--- src/rtl/ropuf_pkg.sv ---
package ropuf_pkg;

  typedef enum logic [2:0] {
    ST_IDLE,
    ST_SETTLE,
    ST_MEASURE,
    ST_COMPARE,
    ST_DONE
  } ropuf_st_t;

  // strobes from control to datapath
  typedef struct packed {
    logic clrResp;
    logic clrCnt;
    logic cntEn;
    logic latchBit;
    logic selOn;
  } ropuf_strb_t;

endpackage

--- src/rtl/ropuf_ctrl.sv ---
module ropuf_ctrl
  import ropuf_pkg::*;
#(
  parameter int BANK_N = 64,
  parameter int WIN_W  = 16,
  localparam int IDX_W = $clog2(BANK_N)
) (
  input  logic             clk,
  input  logic             rstN,
  input  logic             start,
  input  logic [IDX_W-1:0] respLenM1,
  input  logic [IDX_W-1:0] chalOff,
  input  logic [WIN_W-1:0] winCycles,
  output ropuf_strb_t      strb,
  output logic [IDX_W-1:0] idxA,
  output logic [IDX_W-1:0] idxB,
  output logic             busy,
  output logic             done
);

  localparam logic [WIN_W-1:0] SETTLE_LAST = WIN_W'(2);

  ropuf_st_t        st;
  logic [IDX_W-1:0] bitIdx;
  logic [IDX_W-1:0] lenM1Q;
  logic [IDX_W-1:0] offQ;
  logic [WIN_W-1:0] winQ;
  logic [WIN_W-1:0] phaseCnt;
  logic [WIN_W-1:0] winLast;

  assign winLast = (winQ == '0) ? '0 : winQ - WIN_W'(1);

  always_ff @(posedge clk or negedge rstN) begin
    if (!rstN) begin
      st       <= ST_IDLE;
      bitIdx   <= '0;
      lenM1Q   <= '0;
      offQ     <= '0;
      winQ     <= '0;
      phaseCnt <= '0;
    end else begin
      unique case (st)
        ST_IDLE: begin
          if (start) begin
            lenM1Q   <= respLenM1;
            offQ     <= chalOff;
            winQ     <= winCycles;
            bitIdx   <= '0;
            phaseCnt <= '0;
            st       <= ST_SETTLE;
          end
        end
        ST_SETTLE: begin
          if (phaseCnt == SETTLE_LAST) begin
            phaseCnt <= '0;
            st       <= ST_MEASURE;
          end else begin
            phaseCnt <= phaseCnt + WIN_W'(1);
          end
        end
        ST_MEASURE: begin
          if (phaseCnt == winLast) begin
            phaseCnt <= '0;
            st       <= ST_COMPARE;
          end else begin
            phaseCnt <= phaseCnt + WIN_W'(1);
          end
        end
        ST_COMPARE: begin
          if (bitIdx == lenM1Q) begin
            st <= ST_DONE;
          end else begin
            bitIdx <= bitIdx + IDX_W'(1);
            st     <= ST_SETTLE;
          end
        end
        default: st <= ST_IDLE;
      endcase
    end
  end

  always_comb begin
    strb          = '0;
    strb.clrResp  = (st == ST_IDLE) && start;
    strb.clrCnt   = (st == ST_SETTLE);
    strb.cntEn    = (st == ST_MEASURE);
    strb.latchBit = (st == ST_COMPARE);
    strb.selOn    = (st == ST_SETTLE) || (st == ST_MEASURE) || (st == ST_COMPARE);
  end

  assign idxA = bitIdx;
  assign idxB = bitIdx + offQ;
  assign busy = strb.selOn;
  assign done = (st == ST_DONE);

  AST_DONE_PULSE: assert property (@(posedge clk) disable iff (!rstN)
    done |=> !done) else $error("done longer than one cycle");
  AST_BUSY_DONE_EXCL: assert property (@(posedge clk) disable iff (!rstN)
    !(busy && done)) else $error("busy and done together");
  AST_CFG_HELD: assert property (@(posedge clk) disable iff (!rstN)
    busy |=> ($stable(lenM1Q) && $stable(offQ) && $stable(winQ)))
    else $error("settings changed mid-run");

endmodule

--- src/rtl/ropuf_dp.sv ---
module ropuf_dp
  import ropuf_pkg::*;
#(
  parameter int BANK_N = 64,
  parameter int CNT_W  = 16,
  localparam int IDX_W = $clog2(BANK_N)
) (
  input  logic              clk,
  input  logic              rstN,
  input  ropuf_strb_t       strb,
  input  logic [IDX_W-1:0]  idxA,
  input  logic [IDX_W-1:0]  idxB,
  input  logic [BANK_N-1:0] oscA,
  input  logic [BANK_N-1:0] oscB,
  output logic [BANK_N-1:0] enA,
  output logic [BANK_N-1:0] enB,
  output logic [BANK_N-1:0] response
);

  localparam logic [CNT_W-1:0] CNT_MAX = '1;
  localparam int SIDES = 2;

  logic [SIDES-1:0] selOsc;
  logic [2:0]       syncQ [SIDES];
  logic [CNT_W-1:0] cnt   [SIDES];

  assign selOsc[0] = oscA[idxA];
  assign selOsc[1] = oscB[idxB];

  always_comb begin
    enA = '0;
    enB = '0;
    if (strb.selOn) begin
      enA[idxA] = 1'b1;
      enB[idxB] = 1'b1;
    end
  end

  for (genvar s = 0; s < SIDES; s++) begin : g_side
    logic rise;
    assign rise = syncQ[s][1] & ~syncQ[s][2];

    always_ff @(posedge clk or negedge rstN) begin
      if (!rstN) begin
        syncQ[s] <= '0;
        cnt[s]   <= '0;
      end else begin
        syncQ[s] <= {syncQ[s][1:0], selOsc[s]};
        if (strb.clrCnt) begin
          cnt[s] <= '0;
        end else if (strb.cntEn && rise && (cnt[s] != CNT_MAX)) begin
          cnt[s] <= cnt[s] + CNT_W'(1);
        end
      end
    end
  end

  always_ff @(posedge clk or negedge rstN) begin
    if (!rstN) begin
      response <= '0;
    end else if (strb.clrResp) begin
      response <= '0;
    end else if (strb.latchBit) begin
      response[idxA] <= (cnt[0] > cnt[1]);
    end
  end

  AST_CNT_SAT: assert property (@(posedge clk) disable iff (!rstN)
    (cnt[0] == CNT_MAX && !strb.clrCnt) |=> (cnt[0] == CNT_MAX))
    else $error("counter left saturation");
  AST_CNT_CLEAR: assert property (@(posedge clk) disable iff (!rstN)
    strb.clrCnt |=> (cnt[0] == '0 && cnt[1] == '0))
    else $error("counters not cleared in settle");
  AST_EN_PAIR: assert property (@(posedge clk) disable iff (!rstN)
    $onehot0(enA) && ($countones(enA) == $countones(enB)))
    else $error("enables not a single pair");

endmodule

--- src/rtl/ropuf_resp_gen.sv ---
module ropuf_resp_gen
  import ropuf_pkg::*;
#(
  parameter int BANK_N = 64,
  parameter int CNT_W  = 16,
  parameter int WIN_W  = 16,
  localparam int IDX_W = $clog2(BANK_N)
) (
  input  logic              clk,
  input  logic              rstN,
  input  logic              start,
  input  logic [IDX_W-1:0]  respLenM1,
  input  logic [IDX_W-1:0]  chalOff,
  input  logic [WIN_W-1:0]  winCycles,
  input  logic [BANK_N-1:0] oscA,
  input  logic [BANK_N-1:0] oscB,
  output logic [BANK_N-1:0] enA,
  output logic [BANK_N-1:0] enB,
  output logic              busy,
  output logic              done,
  output logic [BANK_N-1:0] response
);

  ropuf_strb_t      strb;
  logic [IDX_W-1:0] idxA;
  logic [IDX_W-1:0] idxB;

  ropuf_ctrl #(.BANK_N(BANK_N), .WIN_W(WIN_W)) u_ctrl (
    .clk(clk), .rstN(rstN), .start(start), .respLenM1(respLenM1),
    .chalOff(chalOff), .winCycles(winCycles), .strb(strb),
    .idxA(idxA), .idxB(idxB), .busy(busy), .done(done)
  );

  ropuf_dp #(.BANK_N(BANK_N), .CNT_W(CNT_W)) u_dp (
    .clk(clk), .rstN(rstN), .strb(strb), .idxA(idxA), .idxB(idxB),
    .oscA(oscA), .oscB(oscB), .enA(enA), .enB(enB), .response(response)
  );

  AST_EN_OFF_DONE: assert property (@(posedge clk) disable iff (!rstN)
    (done || !busy) |-> (enA == '0 && enB == '0))
    else $error("enables high outside a run");

endmodule

--- config.mk ---
export PLATFORM = sky130hd
export DESIGN_NAME = ropuf_resp_gen
export DESIGN_NICKNAME = d
export VERILOG_FILES = /design/src/rtl/ropuf_pkg.sv /design/src/rtl/ropuf_ctrl.sv /design/src/rtl/ropuf_dp.sv /design/src/rtl/ropuf_resp_gen.sv
export SDC_FILE = /design/constraint.sdc
export NUM_CORES = 1
export LEC_CHECK = 0
export ABC_AREA = 0
export BUFFER_PORTS_ARGS = -buffer_cell sky130_fd_sc_hd__buf_2
export CAP_MARGIN = 20
export CORE_MARGIN = 3
export CORE_UTILIZATION = 40
export DETAILED_ROUTE_END_ITERATION = 10
export PLACE_DENSITY = 0.66
export SYNTH_ARGS = -nofsm -noshare
export SYNTH_HDL_FRONTEND = slang
export SYNTH_SLANG_ARGS = --single-unit
--- constraint.sdc ---
create_clock -name clk -period 9.8 [get_ports clk]
set_input_delay 2.45 -clock clk [delete_from_list [all_inputs] [get_ports clk]]
set_output_delay 2.45 -clock clk [all_outputs]
set_load 0.05 [all_outputs]
==> results of run 1 <==
[worst reg2reg max path: stages (launching register included)]
cell and delay, ps:
dfrtp_1 460, inv_1 130, ha_1 200, or3b_2 530
nor4_1 620, nor3b_1 110, o31ai_1 310, and4b_1 240
nand4_1 200, o21ai_4 460, nand2_2 200, a221o_1 330
[cell usage after synthesis (all sizes together), types with 11 or more instances]
cell type  instances
nand4             23
o22ai             19
nor2             211
and2              11
xor2              25
mux2i             36
a22oi             40
nand2             77
dfrtp            155
nor3              18
xnor2             30
nand2b            12
clkbuf            83
inv               26
o21ai             81
ha                27
nand3             95
mux2              24
a21o              18
or3               11
a21oi             89
and3              13
[flip-flops by register name (all words and copies together), names as in the netlist]
register	cells
u_ctrl.phaseCnt	16
u_dp.cnt	32
u_ctrl.st	3
u_ctrl.lenM1Q	6
u_dp.response	64
u_ctrl.offQ	6
u_ctrl.winQ	16
u_ctrl.idxA	6
u_dp.syncQ	6
[layer usage]
layer  vias up  part of all wire (%)  GRT usage (%)
li1       4974                     -              -
met1      5114                    41           35.0
met2       420                    51           44.8
met3        47                   5.6           3.81
met4         0                   2.0           7.17
met5         -                     0              0
[per-stage QoR]
step | utilization (%) | std cells | hold WS [ps] | power (W)
2_1_floorplan | - | 1230 | 331 | 0.00231
5_1_grt | 51.7 | 1866 | 372 | 0.00376
4_1_cts | 51.7 | 1864 | 354 | 0.00353
3_5_place_dp | 49.2 | 1832 | 337 | 0.00285
3_3_place_gp | 49.1 | 1831 | 338 | 0.00282
6_report | 51.7 | 1866 | 353 | 0.00355
[cells by family after synthesis]
group	count (synthesis)
AND/OR/NAND/NOR	528
AO/OA/AOI/OAI	287
flip-flops	155
buffers and inverters	116
multiplexers	60
XOR/XNOR	56
adder cells (fa/ha/maj)	28
[worst max-delay path by stage]
stage	endpoint	slack, ps	cells after the start
final	enB[63]	3820	9
after global routing	enB[62]	3600	9
after CTS	enB[63]	3880	9
after detailed placement	enB[63]	4350	9
after global placement	enB[59]	4490	9
after floorplan	enB[11]	4330	7
[area by class of cell]
cell class	count	share of cell area, %
antenna	2	0.0393
clock inverter	15	1.52
inverter	26	0.767
clock buffer	17	3.34
timing repair buffer	368	14.9
tap	324	3.19
multi-input combinational	959	45.8
sequential	155	30.5
[power groups by stage]
stage                     Combinational, W  Clock, W  Sequential [W]
after floorplan                    0.00146         0        0.000849
after global placement             0.00192         0        0.000894
after detailed placement           0.00195         0        0.000898
after CTS                          0.00196  0.000689        0.000886
after global routing               0.00214  0.000714        0.000907
final                              0.00199  0.000677        0.000887
==> results.sh, run 1 <==
export IMPL_outcome="finished, final reports clean"
export IMPL_ys_warn_count=0
export IMPL_period_needed_ps=5980
export IMPL_mostFrequentLayoutCells="351 x buf_2, 211 x nor2_1, 155 x dfrtp_1, 95 x nand3_1, 89 x a21oi_1"
export IMPL_postLayoutCellArea_sq_um=12700
export IMPL_period_share_pct=61.1
export IMPL_peakVddDrop_uv=172
export IMPL_drive_above_1_share_pct=29.2
export IMPL_die_w_um=165
export IMPL_drt_first_pass_iters=5
export IMPL_hold_viol=0
export IMPL_synth_seq_cells=155
export IMPL_r2r_setup_slack_ps=5890
export IMPL_die_h_um=165
export IMPL_synth_xor_area_share_pct=4.98
export IMPL_final_max_slew_viol_count=0
export IMPL_reg2regPathDepth=11
export IMPL_power_density_nw_per_um2=279
export IMPL_synthMuxAreaShare_pct=6.23
export IMPL_cpMostUsedCell="a21oi_1"
export IMPL_post_cts_setup_buffers=0
export IMPL_pwr_share_comb_pct=56.0
export IMPL_cts_max_level=4
export IMPL_grt_pass1_vias=9991
export IMPL_crit_start="u_ctrl.idxA[1]$_DFFE_PN0P_"
export IMPL_synth_compound_area_share_pct=17.5
export IMPL_synth_fp_nets=1417
export IMPL_power_switching_w=0.00185
export IMPL_yosys_top_cells_area="dfrtp_1 38%, nor2_1 7.8%, nand3_1 4.7%"
export IMPL_grt_max_degree=89
export IMPL_num_nets_final=1714
export IMPL_crit_required_ps=7350
export IMPL_hp_class="flip-flop to flip-flop"
export IMPL_seq_area_frac_synth_pct=38.3
export IMPL_cp_end_kind="primary output"
export IMPL_cpMaxStageDelayCell="dfrtp_1"
export IMPL_intPower_w=0.00170
export IMPL_cts_root_buf="clkbuf_16"
export IMPL_fin_worst_skew_ps=19.4
export IMPL_critical_path_class="flip-flop to primary output"
export IMPL_post_dp_hpwl_um=26800
export IMPL_timing_rr_end="u_ctrl.phaseCnt[15]$_DFFE_PN0P_"
export IMPL_io_buffers=352
export IMPL_drt_wirelength_per_cell_um=19.9
export IMPL_synth_top_area_share_pct=38.3
export IMPL_power_leakage_nw=6.24
export IMPL_drt_total_wl_um=37200
export IMPL_synth_flop_cell="dfrtp_1"
export IMPL_dieArea_sq_um=27200
export IMPL_path_cells="ha_1 -> a21o_1 -> a21oi_1 -> o21bai_1 -> a21oi_1 -> xor2_1 -> nand2_1 -> nor2_1 -> buf_2"
export IMPL_synth_fa_ha_area_share_pct=3.54
export IMPL_setup_slack_ps=3820
export IMPL_cp_data_arrival_time_ps=3530
export IMPL_drtIter0Drc=1088
export IMPL_core_sq_um=24600
export IMPL_via_per_inst=5.66
export IMPL_cp_num_buf_inv=1
export IMPL_synth_simple_area_share_pct=25.0
export IMPL_cts_sinks=155
export IMPL_drv_cap=0
export IMPL_rsz0062_at_grt="no"
export IMPL_multiInputGateArea_sq_um=5820
export IMPL_cp_top_family="compound AO/OA/AOI/OAI gates"
export IMPL_ant_nets=0
export IMPL_grt_use_total_pct=26.3
export IMPL_grt_pass1_wl_um=56100
export IMPL_cts_tree="built"
export IMPL_clock_latency_ps=440
export IMPL_async_flop_share_pct=100
export IMPL_synth_top_family_by_area="simple AND/OR/NAND/NOR gates"
export IMPL_final_common_cell="buf_2"
export IMPL_min_path_cells=0
export IMPL_clk_transition_reported_paths_ps=70
export IMPL_final_setup_tns_ps=0
export IMPL_syn_area_per_cell_sq_um=8.23
export IMPL_gp_congestion=0.909
export IMPL_route_vias_total=10555
export IMPL_min_from="u_dp.syncQ[0]$_DFF_PN0_"
export IMPL_synth_largest_area_cell="dfrtp_1"
export IMPL_ctsHoldBuffers=0
export IMPL_pwr_share_clk_pct=19.1
export IMPL_start_util_pct=41.1
export IMPL_synth_edf_count=0
export IMPL_crit_fanout=20
export IMPL_fmax_mhz=167
export IMPL_ff_latch_area_sq_um=3880
export IMPL_hold_end="u_dp.syncQ[1]$_DFF_PN0_"
export IMPL_synth_area_sq_um=10100
export IMPL_cp_slowest_stage_delay_ps=760
export IMPL_slew_headroom_pct=30.9
export IMPL_antenna_found_initial=2
export IMPL_setup_viol_count_final=0
export IMPL_drc=0
export IMPL_clockBufferDepth=2
export IMPL_syn_instance_count=1230
export IMPL_ys_types=59
export IMPL_critPathLaunchType="flip-flop"
export IMPL_p_sw_share_pct=52.1
export IMPL_ios=353
export IMPL_post_cts_resized=0
export IMPL_rr_startpoint="u_ctrl.winQ[0]$_DFFE_PN0P_"
export IMPL_cts_buffers_inserted=17
export IMPL_n_fill_cell=2355
export IMPL_dpl_instance_area_sq_um=12100
export IMPL_areaGrowthSynthToFinish_pct=25.7
export IMPL_grt_overflow_total=0
export IMPL_p_seq_share_pct=25.0
export IMPL_worstMarginPinSlew_ps=1030
export IMPL_pre_cts_slack_ps=4350
export IMPL_rows=57
Note: power is estimated with default switching activity, not from simulation.
==> run 2, diff against run 1 <==
--- a/config.mk
+++ b/config.mk
@@ -11,7 +11,7 @@
 export CORE_MARGIN = 3
 export CORE_UTILIZATION = 40
 export DETAILED_ROUTE_END_ITERATION = 10
-export PLACE_DENSITY = 0.66
+export PLACE_DENSITY = 0.69
 export SYNTH_ARGS = -nofsm -noshare
 export SYNTH_HDL_FRONTEND = slang
 export SYNTH_SLANG_ARGS = --single-unit
==> constraint.sdc (replaced) <==
create_clock -name clk -period 5.06 [get_ports clk]
set_input_delay 1.265 -clock clk [delete_from_list [all_inputs] [get_ports clk]]
set_output_delay 1.265 -clock clk [all_outputs]
set_load 0.05 [all_outputs]
==> run 2 against run 1 <==
  * First-iteration DRC count fell by 9.5%
  * Global-route usage grew 0.072 points
  * Die area unchanged
  * Register-to-register slack worse by 4600 ps
  * Critical path depth did not move
  * Critical endpoint is now enB[7]
  * Largest cell class unchanged
==> results.sh, run 2 (same netlist as run 1, synthesis figures left out) <==
export IMPL_outcome="finished, final reports clean"
export IMPL_grt_overflow_total=0
export IMPL_timing_rr_end="u_ctrl.phaseCnt[15]$_DFFE_PN0P_"
export IMPL_crit_required_ps=3800
export IMPL_via_per_inst=5.68
export IMPL_grt_pass1_vias=10049
export IMPL_cts_sinks=155
export IMPL_cts_max_level=4
export IMPL_rr_startpoint="u_ctrl.winQ[0]$_DFFE_PN0P_"
export IMPL_final_setup_tns_ps=0
export IMPL_drc=0
export IMPL_fmax_mhz=213
export IMPL_antenna_found_initial=0
export IMPL_ant_nets=0
export IMPL_die_w_um=165
export IMPL_rsz0062_at_grt="no"
export IMPL_start_util_pct=41.1
export IMPL_dieArea_sq_um=27200
export IMPL_cts_tree="built"
export IMPL_drt_wirelength_per_cell_um=19.8
export IMPL_largest_register_ffs=64
export IMPL_grt_pass1_wl_um=56200
export IMPL_drt_first_pass_iters=5
export IMPL_worstMarginPinSlew_ps=991
export IMPL_cp_data_arrival_time_ps=3420
export IMPL_cts_buffers_inserted=17
export IMPL_cp_slowest_stage_delay_ps=590
export IMPL_whs_ps=354
export IMPL_hp_class="flip-flop to flip-flop"
export IMPL_setup_viol_count_final=0
export IMPL_pre_cts_slack_ps=952
export IMPL_largest_registers="u_dp.response: 64 flops, u_dp.cnt: 32 flops"
export IMPL_drv_cap=0
export IMPL_route_vias_total=10614
export IMPL_ctsHoldBuffers=0
export IMPL_rows=57
export IMPL_min_from="u_dp.syncQ[0]$_DFF_PN0_"
export IMPL_grt_max_degree=104
export IMPL_clockBufferDepth=2
export IMPL_n_fill_cell=2342
export IMPL_clk_transition_reported_paths_ps=70
export IMPL_cpMostUsedCell="a21oi_1"
export IMPL_core_sq_um=24600
export IMPL_largest_register="u_dp.response"
export IMPL_areaGrowthSynthToFinish_pct=26.2
export IMPL_fin_worst_skew_ps=19.9
export IMPL_post_cts_resized=0
export IMPL_power_density_nw_per_um2=540
export IMPL_period_share_pct=92.7
export IMPL_cpMaxStageDelayCell="dfrtp_1"
export IMPL_drtIter0Drc=985
export IMPL_path_cells="ha_2 -> a21o_1 -> a21oi_1 -> o21bai_1 -> a21oi_1 -> xnor2_1 -> nand2_1 -> nor2_1 -> buf_2"
export IMPL_post_dp_hpwl_um=26900
export IMPL_ios=353
export IMPL_crit_fanout=19
export IMPL_reg2regPathDepth=11
export IMPL_final_common_cell="buf_2"
export IMPL_critPathLaunchType="flip-flop"
export IMPL_grt_use_total_pct=26.4
export IMPL_hold_end="u_dp.syncQ[1]$_DFF_PN0_"
export IMPL_peakVddDrop_uv=294
export IMPL_setup_slack_ps=370
export IMPL_clock_latency_ps=450
export IMPL_mostFrequentLayoutCells="351 x buf_2, 211 x nor2_1, 155 x dfrtp_1, 95 x nand3_1, 89 x a21oi_1"
export IMPL_post_cts_setup_buffers=0
export IMPL_final_max_slew_viol_count=0
export IMPL_gp_congestion=0.898
export IMPL_r2r_setup_slack_ps=1240
export IMPL_drt_total_wl_um=37000
export IMPL_cp_end_kind="primary output"
export IMPL_min_path_cells=0
export IMPL_period_needed_ps=4690
export IMPL_power_leakage_nw=6.27
export IMPL_hold_viol=0
export IMPL_io_buffers=352
export IMPL_num_nets_final=1719
export IMPL_cts_root_buf="clkbuf_16"
export IMPL_diodes=0
export IMPL_critical_path_class="flip-flop to primary output"
export IMPL_slew_headroom_pct=33.4
export IMPL_drive_above_1_share_pct=29.4
export IMPL_die_h_um=165
[run 2: cell count changes in the layout (fill, tap and decap cells not counted), sizes merged]
cell | previous run | this run
buf | 368 | 373
diode | 2 | 0
[run 2: metrics by stage]
step	std cells	util [%]	power [W]	area, sq um
4_1_cts	1869	51.9	0.00685	12800
6_report	1869	51.9	0.00690	12800
3_3_place_gp	1836	49.3	0.00546	12100
2_1_floorplan	1230	-	0.00448	10100
3_5_place_dp	1837	49.4	0.00553	12100
5_1_grt	1869	51.9	0.00731	12800
[run 2: cell type report]
type / count / area [sq um] / area share (%)
repair buffers: 373 / 1940 / 15.2
clock buffers: 17 / 425 / 3.33
inverters: 26 / 97.6 / 0.764
clock inverters: 15 / 194 / 1.52
multi-input cells: 959 / 5820 / 45.6
flip-flops and latches: 155 / 3880 / 30.4
well taps: 324 / 405 / 3.18
[run 2: worst max-delay path by stage]
stage / startpoint / end / slack (ps) / cells after the start
floorplan: u_ctrl.idxA[0]$_DFFE_PN0P_ / enB[11] / 770 / 7
global placement: u_ctrl.idxA[0]$_DFFE_PN0P_ / enB[7] / 1030 / 9
detailed placement: u_ctrl.idxA[0]$_DFFE_PN0P_ / enB[7] / 950 / 9
CTS: u_ctrl.idxA[0]$_DFFE_PN0P_ / enB[7] / 470 / 9
global route: u_ctrl.idxA[0]$_DFFE_PN0P_ / enB[7] / 240 / 9
finish: u_ctrl.idxA[0]$_DFFE_PN0P_ / enB[7] / 370 / 9
[run 2: routing by layer]
layer	track usage (%)	part of all wire, %
met1	34.7	41
met2	43.5	49
met3	3.86	5.9
met4	10.9	4.2
met5	0	0
[run 2: power by group]
group / switching (W) / internal [W]
Sequential: 0.000259 / 0.00144
Clock: 0.000646 / 0.000675
Combinational: 0.00267 / 0.00121
Total: 0.00358 / 0.00332
[run 2: critical path: cells and delay by family, from the launching register on]
family / cells / cell delay (ps)
buffers and inverters: 1 / 310
AO/OA/AOI/OAI: 4 / 830
flip-flops: 1 / 590
adder cells (fa/ha/maj): 1 / 310
AND/OR/NAND/NOR: 2 / 660
XOR/XNOR: 1 / 270
==> run 3, diff against run 2 <==
--- a/config.mk
+++ b/config.mk
@@ -9,9 +9,8 @@
 export BUFFER_PORTS_ARGS = -buffer_cell sky130_fd_sc_hd__buf_2
 export CAP_MARGIN = 20
 export CORE_MARGIN = 3
-export CORE_UTILIZATION = 40
+export CORE_UTILIZATION = 35
 export DETAILED_ROUTE_END_ITERATION = 10
-export PLACE_DENSITY = 0.69
 export SYNTH_ARGS = -nofsm -noshare
 export SYNTH_HDL_FRONTEND = slang
 export SYNTH_SLANG_ARGS = --single-unit
==> constraint.sdc (replaced) <==
create_clock -name clk -period 6.1 [get_ports clk]
set_input_delay 1.525 -clock clk [delete_from_list [all_inputs] [get_ports clk]]
set_output_delay 1.525 -clock clk [all_outputs]
set_load 0.05 [all_outputs]
==> run 3 against run 2 <==
  * Register-to-register slack improved by 1000 ps
  * Core utilization fell by 6.5 points
  * Global-route usage is 2.7 points lower
  * Critical path depth unchanged
  * Count of clock-buffer cells in the layout is the same
==> results.sh, run 3 (same netlist as run 1, synthesis figures left out) <==
export IMPL_rr_startpoint="u_ctrl.winQ[0]$_DFFE_PN0P_"
export IMPL_hp_class="flip-flop to flip-flop"
export IMPL_ctsHoldBuffers=0
export IMPL_fmax_mhz=196
export IMPL_critical_path_class="flip-flop to primary output"
export IMPL_cts_max_level=4
export IMPL_cts_buffers_inserted=17
export IMPL_clock_latency_ps=430
export IMPL_io_buffers=352
export IMPL_cp_end_kind="primary output"
export IMPL_cp_data_arrival_time_ps=3570
export IMPL_power_density_nw_per_um2=449
export IMPL_outcome="finished, final reports clean"
export IMPL_clockBufferDepth=2
export IMPL_post_cts_setup_buffers=0
export IMPL_crit_required_ps=4580
export IMPL_min_from="u_dp.syncQ[0]$_DFF_PN0_"
export IMPL_worstMarginPinSlew_ps=1030
export IMPL_setup_viol_count_final=0
export IMPL_drc=0
export IMPL_dieArea_sq_um=31000
export IMPL_grt_pass1_wl_um=57900
export IMPL_largest_registers="u_dp.response: 64 flops, u_dp.cnt: 32 flops"
export IMPL_crit_fanout=20
export IMPL_antenna_found_initial=2
export IMPL_timing_rr_end="u_ctrl.phaseCnt[2]$_DFFE_PN0P_"
export IMPL_die_w_um=176
export IMPL_gp_congestion=0.844
export IMPL_reg2regPathDepth=11
export IMPL_ios=353
export IMPL_cp_top_family="compound AO/OA/AOI/OAI gates"
export IMPL_largest_register_ffs=64
export IMPL_period_needed_ps=5090
export IMPL_num_nets_final=1714
export IMPL_drive_above_1_share_pct=29.2
export IMPL_post_cts_resized=0
export IMPL_multiInputGateArea_sq_um=5820
export IMPL_drt_first_pass_iters=5
export IMPL_final_max_slew_viol_count=0
export IMPL_grt_max_degree=113
export IMPL_cpMostUsedCell="a21oi_1"
export IMPL_n_fill_cell=2806
export IMPL_final_setup_tns_ps=0
export IMPL_route_vias_total=10537
export IMPL_cpMaxStageDelayCell="dfrtp_1"
export IMPL_slew_headroom_pct=31.2
export IMPL_via_per_inst=5.49
export IMPL_mostFrequentLayoutCells="351 x buf_2, 211 x nor2_1, 155 x dfrtp_1, 95 x nand3_1, 89 x a21oi_1"
export IMPL_cts_sinks=155
export IMPL_drv_cap=0
export IMPL_cp_slowest_stage_delay_ps=760
export IMPL_r2r_setup_slack_ps=2250
export IMPL_fin_worst_skew_ps=20.8
export IMPL_cts_root_buf="clkbuf_16"
export IMPL_cp_num_buf_inv=1
export IMPL_clk_transition_reported_paths_ps=80
export IMPL_final_util_pct=45.4
export IMPL_areaGrowthSynthToFinish_pct=26.5
export IMPL_die_h_um=176
export IMPL_critPathLaunchType="flip-flop"
export IMPL_rows=61
export IMPL_path_cells="ha_1 -> a21o_1 -> a21oi_1 -> o21bai_1 -> a21oi_1 -> xor2_1 -> nand2_1 -> nor2_1 -> buf_2"
export IMPL_start_util_pct=35.9
export IMPL_final_common_cell="buf_2"
export IMPL_hold_viol=0
export IMPL_drtIter0Drc=775
export IMPL_drt_total_wl_um=38100
export IMPL_grt_use_total_pct=23.7
export IMPL_ff_latch_area_sq_um=3880
export IMPL_drt_wirelength_per_cell_um=19.8
export IMPL_min_path_cells=0
export IMPL_hold_end="u_dp.syncQ[1]$_DFF_PN0_"
export IMPL_power_leakage_nw=6.23
export IMPL_grt_pass1_vias=10124
export IMPL_rsz0062_at_grt="no"
export IMPL_post_dp_hpwl_um=27500
export IMPL_grt_overflow_total=0
export IMPL_ant_nets=0
export IMPL_cts_tree="built"
export IMPL_period_share_pct=83.5
export IMPL_largest_register="u_dp.response"
export IMPL_core_sq_um=28200
export IMPL_peakVddDrop_uv=283
run 3: cell count changes in the layout (fill, tap and decap cells not counted), sizes merged:
cell,previous run,this run
buf,373,367
clkinvlp,0,2
bufinv,0,1
clkbuf,17,18
inv,33,35
diode,0,1
clkinv,8,3
run 3: final cells by class:
class | instances | area share, %
Multi-Input combinational cell | 959 | 45.5
Inverter | 26 | 0.763
Tap cell | 378 | 3.70
Antenna cell | 1 | 0.0196
Clock inverter | 15 | 1.37
Timing Repair Buffer | 368 | 15.0
Clock buffer | 17 | 3.33
Sequential cell | 155 | 30.3
run 3: worst max path at each step:
stage,start,end,slack (ps),cells past startpoint
2_1_floorplan,u_ctrl.idxA[0]$_DFFE_PN0P_,enB[11],1550,7
3_3_place_gp,u_ctrl.idxA[1]$_DFFE_PN0P_,enB[59],1690,9
3_5_place_dp,u_ctrl.idxA[1]$_DFFE_PN0P_,enB[59],1540,9
4_1_cts,u_ctrl.idxA[1]$_DFFE_PN0P_,enB[59],1060,9
5_1_grt,u_ctrl.idxA[1]$_DFFE_PN0P_,enB[51],790,9
6_report,u_ctrl.idxA[1]$_DFFE_PN0P_,enB[59],1010,9
run 3: stage by stage:
stage                     instances  power, W  hold WS (ps)  worst slack [ps]  area, sq um
after floorplan                1230   0.00371           331              1550        10100
after CTS                      1916   0.00572           353              1060        12800
after global routing           1919   0.00607           355               795        12800
after detailed placement       1884   0.00462           338              1540        12200
after global placement         1884   0.00459           333              1690        12200
final                          1919   0.00575           351              1010        12800
run 3: report_power, final:
group,internal [W],switching [W],total (W)
registers,0.00119,0.000251,0.00144
clock network,0.000587,0.000498,0.00109
logic,0.000985,0.00223,0.00322
run 3: routing by layer:
metal	vias up	wire, um	global-route usage (%)
li1	4963	-	-
met1	5126	16000	30.9
met2	392	19200	40.9
met3	54	1880	2.90
met4	2	976	7.29
met5	-	15	0
